$ cat src/rtl/alu_pkg.sv
package alu_pkg;
  localparam int unsigned INSN_W = 32;
  localparam int unsigned IMM_W  = 16;

  localparam logic [5:0] OPC_REG  = 6'h00;
  localparam logic [5:0] OPC_ADDI = 6'h08;
  localparam logic [5:0] OPC_SLTI = 6'h0a;
  localparam logic [5:0] OPC_ANDI = 6'h0c;
  localparam logic [5:0] OPC_ORI  = 6'h0d;
  localparam logic [5:0] OPC_LUI  = 6'h0f;
  localparam logic [5:0] OPC_LDB  = 6'h20;
  localparam logic [5:0] OPC_LDH  = 6'h21;
  localparam logic [5:0] OPC_LDW  = 6'h23;
  localparam logic [5:0] OPC_STB  = 6'h28;
  localparam logic [5:0] OPC_STH  = 6'h29;
  localparam logic [5:0] OPC_STW  = 6'h2b;

  localparam logic [5:0] FN_SHL  = 6'h00;
  localparam logic [5:0] FN_SHR  = 6'h02;
  localparam logic [5:0] FN_SHRA = 6'h03;
  localparam logic [5:0] FN_ADD  = 6'h20;
  localparam logic [5:0] FN_SUB  = 6'h22;
  localparam logic [5:0] FN_AND  = 6'h24;
  localparam logic [5:0] FN_OR   = 6'h25;
  localparam logic [5:0] FN_NOR  = 6'h27;
  localparam logic [5:0] FN_SLT  = 6'h2a;

  typedef enum logic [3:0] {
    OP_NONE, OP_ADD, OP_SUB, OP_AND, OP_OR, OP_NOR,
    OP_SLT, OP_SHL, OP_SHR, OP_SHRA, OP_UPPER
  } alu_op_e;

  typedef enum logic [1:0] {
    B_REG, B_SEXT, B_ZEXT
  } b_src_e;
endpackage

$ cat src/rtl/alu_decoder.sv
module alu_decoder
  import alu_pkg::*;
(
  input  logic [5:0] opc_i,
  input  logic [5:0] fn_i,
  output alu_op_e    op_o,
  output b_src_e     b_src_o,
  output logic       legal_o
);
  alu_op_e op_d;
  b_src_e  src_d;
  logic    legal_d;

  always_comb begin
    op_d    = OP_NONE;
    src_d   = B_REG;
    legal_d = 1'b1;
    case (opc_i)
      OPC_REG: begin
        case (fn_i)
          FN_ADD:  op_d = OP_ADD;
          FN_SUB:  op_d = OP_SUB;
          FN_AND:  op_d = OP_AND;
          FN_OR:   op_d = OP_OR;
          FN_NOR:  op_d = OP_NOR;
          FN_SLT:  op_d = OP_SLT;
          FN_SHL:  op_d = OP_SHL;
          FN_SHR:  op_d = OP_SHR;
          FN_SHRA: op_d = OP_SHRA;
          default: legal_d = 1'b0;
        endcase
      end
      OPC_ADDI: begin op_d = OP_ADD;   src_d = B_SEXT; end
      OPC_SLTI: begin op_d = OP_SLT;   src_d = B_SEXT; end
      OPC_ANDI: begin op_d = OP_AND;   src_d = B_ZEXT; end
      OPC_ORI:  begin op_d = OP_OR;    src_d = B_ZEXT; end
      OPC_LUI:  begin op_d = OP_UPPER; src_d = B_ZEXT; end
      // memory forms: address only, opcode wins over the low bits
      OPC_LDB, OPC_LDH, OPC_LDW,
      OPC_STB, OPC_STH, OPC_STW: begin op_d = OP_ADD; src_d = B_SEXT; end
      default: legal_d = 1'b0;
    endcase
    if (!legal_d) op_d = OP_NONE;
  end

  assign op_o    = op_d;
  assign b_src_o = src_d;
  assign legal_o = legal_d;
endmodule

$ cat src/rtl/alu_operand.sv
module alu_operand
  import alu_pkg::*;
#(
  parameter int unsigned DATA_W = 32,
  localparam int unsigned EXT_W = DATA_W - IMM_W
) (
  input  b_src_e            sel_i,
  input  logic [DATA_W-1:0] reg_i,
  input  logic [IMM_W-1:0]  imm_i,
  output logic [DATA_W-1:0] b_o
);
  always_comb begin
    case (sel_i)
      B_SEXT:  b_o = {{EXT_W{imm_i[IMM_W-1]}}, imm_i};
      B_ZEXT:  b_o = {{EXT_W{1'b0}}, imm_i};
      default: b_o = reg_i;
    endcase
  end
endmodule

$ cat src/rtl/alu_shifter.sv
module alu_shifter #(
  parameter int unsigned W = 32,
  localparam int unsigned SW = $clog2(W)
) (
  input  logic [W-1:0]  val_i,
  input  logic [SW-1:0] amt_i,
  input  logic          left_i,
  input  logic          arith_i,
  output logic [W-1:0]  res_o
);
  logic [W-1:0] pre, post;
  logic [W-1:0] stg [SW+1];
  logic         fill;

  // left shift done as right shift of the bit-reversed value
  always_comb begin
    for (int i = 0; i < W; i++) pre[i] = left_i ? val_i[W-1-i] : val_i[i];
  end

  assign fill   = arith_i & ~left_i & val_i[W-1];
  assign stg[0] = pre;

  for (genvar k = 0; k < SW; k++) begin : g_stage
    localparam int unsigned D = 1 << k;
    assign stg[k+1] = amt_i[k] ? {{D{fill}}, stg[k][W-1:D]} : stg[k];
  end

  always_comb begin
    for (int i = 0; i < W; i++) post[i] = left_i ? stg[SW][W-1-i] : stg[SW][i];
  end

  assign res_o = post;
endmodule

$ cat src/rtl/alu_core.sv
module alu_core
  import alu_pkg::*;
#(
  parameter int unsigned DATA_W = 32,
  localparam int unsigned SW = $clog2(DATA_W),
  localparam int unsigned LOW_W = DATA_W - IMM_W
) (
  input  alu_op_e           op_i,
  input  logic [DATA_W-1:0] a_i,
  input  logic [DATA_W-1:0] b_i,
  input  logic [SW-1:0]     sa_i,
  output logic [DATA_W-1:0] res_o
);
  logic              inv_b;
  logic [DATA_W-1:0] b_x, sum, sh_res;
  logic              lt_s;

  // one adder serves add, subtract and both compares
  assign inv_b = (op_i == OP_SUB) || (op_i == OP_SLT);
  assign b_x   = inv_b ? ~b_i : b_i;
  assign sum   = a_i + b_x + {{(DATA_W-1){1'b0}}, inv_b};
  assign lt_s  = (a_i[DATA_W-1] ^ b_i[DATA_W-1]) ? a_i[DATA_W-1] : sum[DATA_W-1];

  alu_shifter #(.W(DATA_W)) u_shift (
    .val_i   (b_i),
    .amt_i   (sa_i),
    .left_i  (op_i == OP_SHL),
    .arith_i (op_i == OP_SHRA),
    .res_o   (sh_res)
  );

  always_comb begin
    case (op_i)
      OP_ADD, OP_SUB:         res_o = sum;
      OP_AND:                 res_o = a_i & b_i;
      OP_OR:                  res_o = a_i | b_i;
      OP_NOR:                 res_o = ~(a_i | b_i);
      OP_SLT:                 res_o = {{(DATA_W-1){1'b0}}, lt_s};
      OP_SHL, OP_SHR, OP_SHRA: res_o = sh_res;
      OP_UPPER:               res_o = {b_i[IMM_W-1:0], {LOW_W{1'b0}}};
      default:                res_o = '0;
    endcase
  end
endmodule

$ cat src/rtl/int_alu_decode.sv
module int_alu_decode
  import alu_pkg::*;
#(
  parameter int unsigned DATA_W  = 32,
  parameter bit          REG_OUT = 1'b1,
  localparam int unsigned SW = $clog2(DATA_W)
) (
  input  logic                clk_i,
  input  logic                rst_ni,
  input  logic [INSN_W-1:0]   insn_i,
  input  logic [DATA_W-1:0]   rs_val_i,
  input  logic [DATA_W-1:0]   rt_val_i,
  output logic [DATA_W-1:0]   result_o,
  output logic                valid_o
);
  alu_op_e           op;
  b_src_e            b_src;
  logic              legal;
  logic [DATA_W-1:0] opnd_b, res_d;

  alu_decoder u_dec (
    .opc_i   (insn_i[31:26]),
    .fn_i    (insn_i[5:0]),
    .op_o    (op),
    .b_src_o (b_src),
    .legal_o (legal)
  );

  alu_operand #(.DATA_W(DATA_W)) u_opnd (
    .sel_i (b_src),
    .reg_i (rt_val_i),
    .imm_i (insn_i[IMM_W-1:0]),
    .b_o   (opnd_b)
  );

  alu_core #(.DATA_W(DATA_W)) u_core (
    .op_i  (op),
    .a_i   (rs_val_i),
    .b_i   (opnd_b),
    .sa_i  (insn_i[6 +: SW]),
    .res_o (res_d)
  );

  if (REG_OUT) begin : g_reg
    always_ff @(posedge clk_i or negedge rst_ni) begin
      if (!rst_ni) begin
        result_o <= '0;
        valid_o  <= 1'b0;
      end else begin
        result_o <= res_d;
        valid_o  <= legal;
      end
    end
  end else begin : g_comb
    assign result_o = rst_ni ? res_d : '0;
    assign valid_o  = rst_ni & legal;
  end
endmodule

$ cat config.mk
export PLATFORM = sky130hd
export DESIGN_NAME = int_alu_decode
export DESIGN_NICKNAME = d
export VERILOG_FILES = /design/src/rtl/alu_pkg.sv /design/src/rtl/alu_decoder.sv /design/src/rtl/alu_operand.sv /design/src/rtl/alu_shifter.sv /design/src/rtl/alu_core.sv /design/src/rtl/int_alu_decode.sv
export SDC_FILE = /design/constraint.sdc
export NUM_CORES = 1
export LEC_CHECK = 0
export ABC_AREA = 0
export BUFFER_PORTS_ARGS = -buffer_cell sky130_fd_sc_hd__buf_2
export CAP_MARGIN = 20
export CORE_MARGIN = 2
export CORE_UTILIZATION = 27
export CTS_CLUSTER_SIZE = 12
export DETAILED_ROUTE_END_ITERATION = 12
export PLACE_DENSITY = 0.44
export SETUP_SLACK_MARGIN = 0.4
export SYNTH_ARGS = -nofsm -noshare
export SYNTH_HDL_FRONTEND = slang
export SYNTH_HIERARCHICAL = 1
export SYNTH_SLANG_ARGS = --single-unit
$ cat constraint.sdc
create_clock -name clk_i -period 0.8 [get_ports clk_i]
set_clock_uncertainty 0.05 [all_clocks]
set_input_delay 0.04 -clock clk_i [delete_from_list [all_inputs] [get_ports clk_i]]
set_output_delay 0.04 -clock clk_i [all_outputs]
set_load 0.03 [all_outputs]
Yosys cells after proc, flatten, opt, wreduce, memory -nomap -nowiden

Cells that the tools add are included.

Logic and storage cells: 132
Register bits after elaboration: 33

$add $sub $neg: 2
Equality and inequality tests: 31
Reductions and logical operators: 10
Mux-type cells: 79
Bitwise logic cells: 8

Operator list:

| operator                                      | number |
|---|---|
| one-hot mux 32 bit (7 select lines)           | 1 |
| 2-to-1 mux 32 bit                             | 6 |
| == test 6 bit, second input constant          | 12 |
| 2-to-1 mux 1 bit                              | 66 |
| NOT 32 bit                                    | 2 |
| one-hot mux 32 bit (2 select lines)           | 1 |
| one-hot mux 4 bit (9 select lines)            | 1 |
| adder 32 x 1 -> 32 bit                        | 1 |
| adder 32 bit                                  | 1 |
| AND 32 bit                                    | 1 |
| OR 32 bit                                     | 1 |
| == test 6 x 4 -> 1 bit, second input constant | 5 |
| one-hot mux 4 bit (6 select lines)            | 1 |
| == test 4 x 3 -> 1 bit, second input constant | 4 |
| == test 4 bit, second input constant          | 3 |
| == test 6 x 2 -> 1 bit, second input constant | 2 |
| zero test 6 bit                               | 2 |
| OR reduction 11 bit                           | 1 |
| OR reduction 9 bit                            | 1 |
| == test 4 x 2 -> 1 bit, second input constant | 2 |
| OR reduction 8 bit                            | 1 |
| OR reduction 7 bit                            | 1 |
| OR reduction 3 bit                            | 2 |
| == test 4 x 1 -> 1 bit, second input constant | 1 |
| 10 further kinds                              | 11 |

Longest topological paths before layout

Word-level depth: 16
Gate-level depth with buffers: 21
Gate-level depth less buffers: 19

Hierarchy

The synthesis kept the hierarchy.

Modules (own cells, without submodules):

| module         | area an instance (sq um) | cells each | instances |
|---|---|---|---|
| alu_shifter    | 3723.6                   | 482        | 1 |
| alu_core       | 3328.2                   | 491        | 1 |
| int_alu_decode | 825.8                    | 33         | 1 |
| alu_operand    | 490.5                    | 93         | 1 |
| alu_decoder    | 311.5                    | 51         | 1 |

Worst setup path after synthesis

Ideal clock, no wire load.

Path kind: input -> register
From: input port insn_i[30]
To: register result_o[25]
Arrival: 3.954 ns
Library setup time: 0.126 ns
Stages on the path: 17
Path slack: -3.330 ns
Path through: nor4_4 > nand2_2 > o41ai_1 > or3b_1 > buf_4 > buf_1 > xnor2_1 > ha_1 > clkbuf_1 > a21oi_1 > o211ai_1 > o211ai_1 > o21ai_1 > o31a_1 > a31o_1 > xor2_1 > a221o_1

Longest elaborated chain between the ends: 15

Ends and longest elaborated chain:

| what                                                                                     | RTL line             | RTL |
|---|---|---|
| from (decl)                                                                              | int_alu_decode.sv:10 | `input logic [INSN_W-1:0] insn_i,` |
| == test 6 x 4 -> 1 bit or == test 6 bit (tied branches)                                  | alu_decoder.sv:18    | `case (opc_i)` |
| OR reduction 7 bit (no source line) or OR reduction 11 bit (tied branches)               | -                    |  |
| one-hot mux 4 bit (6 select lines) or one-hot mux 1 bit (2 select lines) (tied branches) | alu_decoder.sv:18    |  |
| 2-to-1 mux 4 bit *                                                                       | alu_decoder.sv:43    | `if (!legal_d) op_d = OP_NONE;` |
| named net op[3]                                                                          | int_alu_decode.sv:16 | `alu_op_e op;` |
| branches (longest 10 deep; another with adder 32 bit)                                    | -                    |  |
| one-hot mux 32 bit (7 select lines) *                                                    | alu_core.sv:33       | `case (op_i)` |
| named net res_d[25]                                                                      | int_alu_decode.sv:19 | `logic [DATA_W-1:0] opnd_b, res_d;` |
| to (signal assigned)                                                                     | int_alu_decode.sv:50 | `result_o <= res_d;` |
| to (decl)                                                                                | int_alu_decode.sv:13 | `output logic [DATA_W-1:0] result_o,` |

Mark *: on every way through the listed nets, which the timed path passes.

Worst setup path after layout

From: input port insn_i[31]
To: register result_o[28]

RTL lines:

| what                                                                      | RTL line             | RTL |
|---|---|---|
| == test 6 x 4 -> 1 bit or == test 6 bit (tied branches)                   | alu_decoder.sv:18    |  |
| OR reduction 8 bit (no source line) or OR reduction 3 bit (tied branches) | -                    |  |
| one-hot mux 2 bit (2 select lines) *                                      | alu_decoder.sv:18    |  |
| named net b_src[1]                                                        | int_alu_decode.sv:17 | `b_src_e b_src;` |
| == test 2 bit or == test 2 x 1 -> 1 bit (tied branches)                   | alu_operand.sv:13    | `case (sel_i)` |
| one-hot mux 32 bit (2 select lines) *                                     | alu_operand.sv:13    |  |
| named net opnd_b[9]                                                       | int_alu_decode.sv:19 |  |
| 2-to-1 mux 1 bit                                                          | alu_shifter.sv:17    | `for (int i = 0; i < W; i++) pre[i] = left_i ? val_i[W-1-i] : val_i[i];` |
| 2-to-1 mux 32 bit * (5 in series)                                         | alu_shifter.sv:25    | `assign stg[k+1] = amt_i[k] ? {{D{fill}}, stg[k][W-1:D]} : stg[k];` |
| 2-to-1 mux 1 bit *                                                        | alu_shifter.sv:29    | `for (int i = 0; i < W; i++) post[i] = left_i ? stg[SW][W-1-i] : stg[SW][i];` |
| named net u_core.sh_res[28]                                               | alu_core.sv:15       | `logic [DATA_W-1:0] b_x, sum, sh_res;` |
| one-hot mux 32 bit (7 select lines) *                                     | alu_core.sv:33       |  |
| named net res_d[28]                                                       | int_alu_decode.sv:19 |  |

Mark *: on every way through the listed nets, which the timed path passes. The rest lies on a longest branch.

==> insert_results.sql <==
INSERT INTO impl_metrics (metric_group, metric, value, unit) VALUES
('run_status', 'status', 'finished with violations', ''),
('run_status', 'violations_in_the_final_reports', 'hold timing, setup timing', ''),
('placed_design', 'detailedPlacementHpwl', '38100', 'um'),
('worst_setup_path', 'critPathTopFamily', 'multiplexers', ''),
('worst_setup_path', 'crit_chain', 'buf_8, nand2b_4, buf_6, nor2_4, and3_4, buf_6, ha_4, buf_12, buf_8, o21ai_4, buf_6, mux2i_1, mux4_2, mux2_4, mux2i_1, a221oi_2, buf_4, a21oi_2, a21oi_1, o21ai_0', ''),
('worst_setup_path', 'path_common_cell', 'sky130_fd_sc_hd__buf_6', ''),
('timing', 'final_min_period_over_clock_period', '446', '%'),
('worst_setup_path', 'crit_path_category', 'input port to flop', ''),
('worst_setup_path', 'path_max_fanout', '11', ''),
('timing', 'final_hold_viol_count', '33', ''),
('pwr', 'power.share.sequential', '11.7', '%'),
('synth', 'synth_top_cell_by_area', 'sky130_fd_sc_hd__dfrtp_1', ''),
('pwr', 'power.switching', '7.52', 'mW'),
('worst_setup_path', 'critical_path_data_arrival_time', '3720', 'ps'),
('synth', 'syn_avg_cell_area', '7.55', 'um^2'),
('pwr', 'switching_share', '44.3', '%'),
('die', 'top_level_ports', '131', ''),
('grt', 'grt_first_pass_wirelength', '71800', 'um'),
('worst_setup_path', 'critical-path-max-stage-delay', '530', 'ps'),
('grt', 'pin_count_of_the_biggest_net_entering_global_routing', '44', ''),
('detailed_routing', 'route.detailed.drc', '0', ''),
('synth', 'synth_seq_area_share', '9.51', '%'),
('timing', 'fin_ws', '-2770', 'ps'),
('finish', 'stdcell_area', '16000', 'um^2'),
('worst_setup_path', 'slowest_stage', 'sky130_fd_sc_hd__mux4_2', ''),
('synth', 'yosys-top-cells-count', '125 x sky130_fd_sc_hd__nand2_1, 105 x sky130_fd_sc_hd__nor2_1, 86 x sky130_fd_sc_hd__a21oi_1', ''),
('worst_setup_path', 'crit_required', '950', 'ps'),
('pwr', 'power.density', '1060', 'nW/um^2'),
('timing', 'whs', '-443', 'ps'),
('placed_design', 'numPlacedInstances', '2022', ''),
('synth', 'netlist-cell-type-count', '92', ''),
('grt', 'grt_remaining_overflow', '0', ''),
('detailed_routing', 'routed_wl', '48200', 'um'),
('die', 'die_area', '33600', 'um^2'),
('synth', 'synth_flop_cell', 'sky130_fd_sc_hd__dfrtp_1', ''),
('die', 'starting_density_of_the_core', '27.4', '%'),
('detailed_routing', 'vias', '11800', ''),
('synth', 'yosys_warnings', '6', ''),
('timing', 'fmax_achieved', '280', 'MHz'),
('pwr', 'peakVddDrop', '0.000733', 'V'),
('die', 'die_h', '183', 'um'),
('placed_design', 'placed_area', '13100', 'um^2'),
('timing', 'rsz_0062_raised_after_global_routing', 'yes', ''),
('detailed_routing', 'ant_nets', '0', ''),
('worst_setup_path', 'start_kind', 'input port', ''),
('clock_tree', 'cts-root-buf', 'sky130_fd_sc_hd__clkbuf_16', ''),
('clock_tree', 'cts_inserted_buffers', '5', ''),
('finish', 'synthesis_to_layout_area_growth', '84.0', '%'),
('detailed_routing', 'viasPerCell', '5.58', ''),
('timing', 'max_slew.worst_pin.slew', '651', 'ps'),
('worst_hold_path', 'worst_hold_path_type', 'input port to async pin', ''),
('finish', 'ant_cells', '0', ''),
('worst_setup_path', 'worst_setup_path_end_kind', 'flop', ''),
('timing', 'setup_violations', '65', ''),
('die', 'core_area', '31600', 'um^2'),
('detailed_routing', 'initialDrtViolationCount', '1050', ''),
('finish', 'final_net_count', '1850', ''),
('die', 'rows', '65', ''),
('finish', 'post_route_cells_drive_above_1_share', '58.5', '%'),
('finish', 'register_area', '866', 'um^2'),
('clock_tree', 'htree_levels', '2', ''),
('detailed_routing', 'routedWlPerCell', '22.7', 'um'),
('timing', 'worst_slew_margin_rel', '56.6', '%'),
('grt', 'track_usage', '28.1', '%'),
('grt', 'grt_antenna_before_repair', '0', ''),
('pwr', 'power.clock.fraction', '11.6', '%'),
('placed_design', 'placement.io_buffers', '120', ''),
('clock_tree', 'path_clk_slew', '60', 'ps'),
('pwr', 'total_leakage_power', '7.06', 'nW'),
('synth', 'dominant_cell_by_count_in_the_synthesized_netlist', 'sky130_fd_sc_hd__nand2_1', ''),
('synth', 'synth_area', '8680', 'um^2');
==> worst max path at each step <==
stage	slack, ps	cells past startpoint	end	from
3_5_place_dp	-3380	17	result_o[25]	insn_i[30]
3_3_place_gp	-3390	18	result_o[25]	insn_i[31]
2_1_floorplan	-2860	17	result_o[25]	insn_i[30]
6_report	-2770	20	result_o[28]	insn_i[31]
4_1_cts	-2730	22	result_o[31]	insn_i[31]
5_1_grt	-2920	22	result_o[31]	insn_i[31]
==> state kept, by name, summed over array words and instances, names as in the netlist <==
| signal | flops |
|---|---|
| valid_o | 1 |
| result_o | 32 |
==> power by group through the flow <==
stage	Combinational, mW	Sequential (mW)	Clock, mW
floorplan	5.08	2.33	0
global placement	10.5	1.96	0
detailed placement	10.5	1.96	0
CTS	12.0	1.98	2.05
global route	13.7	2.00	2.12
finish	13.0	1.98	1.98
==> cell usage in the layout (no fill, tap or decap), types with 8 or more instances in the layout <==
cell type	instances
sky130_fd_sc_hd__a21o_1	11
sky130_fd_sc_hd__a21oi_1	49
sky130_fd_sc_hd__a21oi_2	32
sky130_fd_sc_hd__a32oi_1	23
sky130_fd_sc_hd__buf_12	25
sky130_fd_sc_hd__buf_2	80
sky130_fd_sc_hd__buf_4	438
sky130_fd_sc_hd__buf_6	92
sky130_fd_sc_hd__buf_8	9
sky130_fd_sc_hd__dfrtp_2	32
sky130_fd_sc_hd__ha_1	23
sky130_fd_sc_hd__ha_4	11
sky130_fd_sc_hd__inv_1	21
sky130_fd_sc_hd__mux2_2	8
sky130_fd_sc_hd__mux2i_1	55
sky130_fd_sc_hd__mux2i_2	12
sky130_fd_sc_hd__mux4_2	31
sky130_fd_sc_hd__nand2_1	91
sky130_fd_sc_hd__nand2_2	22
sky130_fd_sc_hd__nand2_4	12
sky130_fd_sc_hd__nand2b_1	10
sky130_fd_sc_hd__nand3_1	17
sky130_fd_sc_hd__nand4_1	14
sky130_fd_sc_hd__nor2_1	94
sky130_fd_sc_hd__nor2b_1	13
sky130_fd_sc_hd__nor3_1	14
sky130_fd_sc_hd__o211ai_1	8
sky130_fd_sc_hd__o21a_1	9
sky130_fd_sc_hd__o21ai_0	42
sky130_fd_sc_hd__o21ai_1	21
sky130_fd_sc_hd__o21ai_2	24
sky130_fd_sc_hd__o21ai_4	21
sky130_fd_sc_hd__o221ai_2	8
sky130_fd_sc_hd__o22ai_1	17
sky130_fd_sc_hd__xnor2_1	65
sky130_fd_sc_hd__xor2_1	16
==> logic make-up (layout without fill, tap and decap cells) <==
logic type | Yosys count | count (layout) | synth area share [%]
DFF | 33 | 33 | 9.51
buffers and inverters | 114 | 679 | 6.67
and+or+nand+nor | 358 | 358 | 19.3
adders and majority gates | 38 | 38 | 5.56
AOI/OAI and AO/OA | 398 | 398 | 31.4
xor gates and xnor gates | 94 | 94 | 9.49
muxes | 115 | 115 | 18.1
==> metal layers <==
layer,vias to the layer above,GRT usage [%],part of all wire [%]
met1,5700,39.0,44
met4,0,9.73,4.3
met2,514,45.4,45
met3,105,2.88,6.7
met5,-,0,0
li1,5502,-,-
==> metrics by stage <==
stage | worst slack [ps] | total power, mW | TNS [ps] | utilization [%]
after floorplan | -2860 | 7.41 | -78900 | -
after global placement | -3390 | 12.5 | -101660 | 41.5
after detailed placement | -3380 | 12.4 | -101550 | 41.5
after CTS | -2730 | 16.1 | -85620 | 47.7
after global routing | -2920 | 17.8 | -91510 | 50.5
final | -2770 | 17.0 | -86710 | 50.5
==> timing repair <==
item,4_1_cts,5_1_grt
setup endpoints to repair,66,66
gates resized for setup,323,128
cloned,2,1
pin swaps,75,49
endpoints found under the hold margin,33,33
buffers inserted,53,31
==> area by class of cell <==
type	count	share of cell area, %
clock buffers	6	0.807
flip-flops and latches	33	5.42
clock inverters	2	0.0627
well taps	402	3.15
inverters	24	0.580
repair buffers	647	34.1
multi-input cells	1003	55.9
No activity file was read; power rests on OpenSTA's default activity.
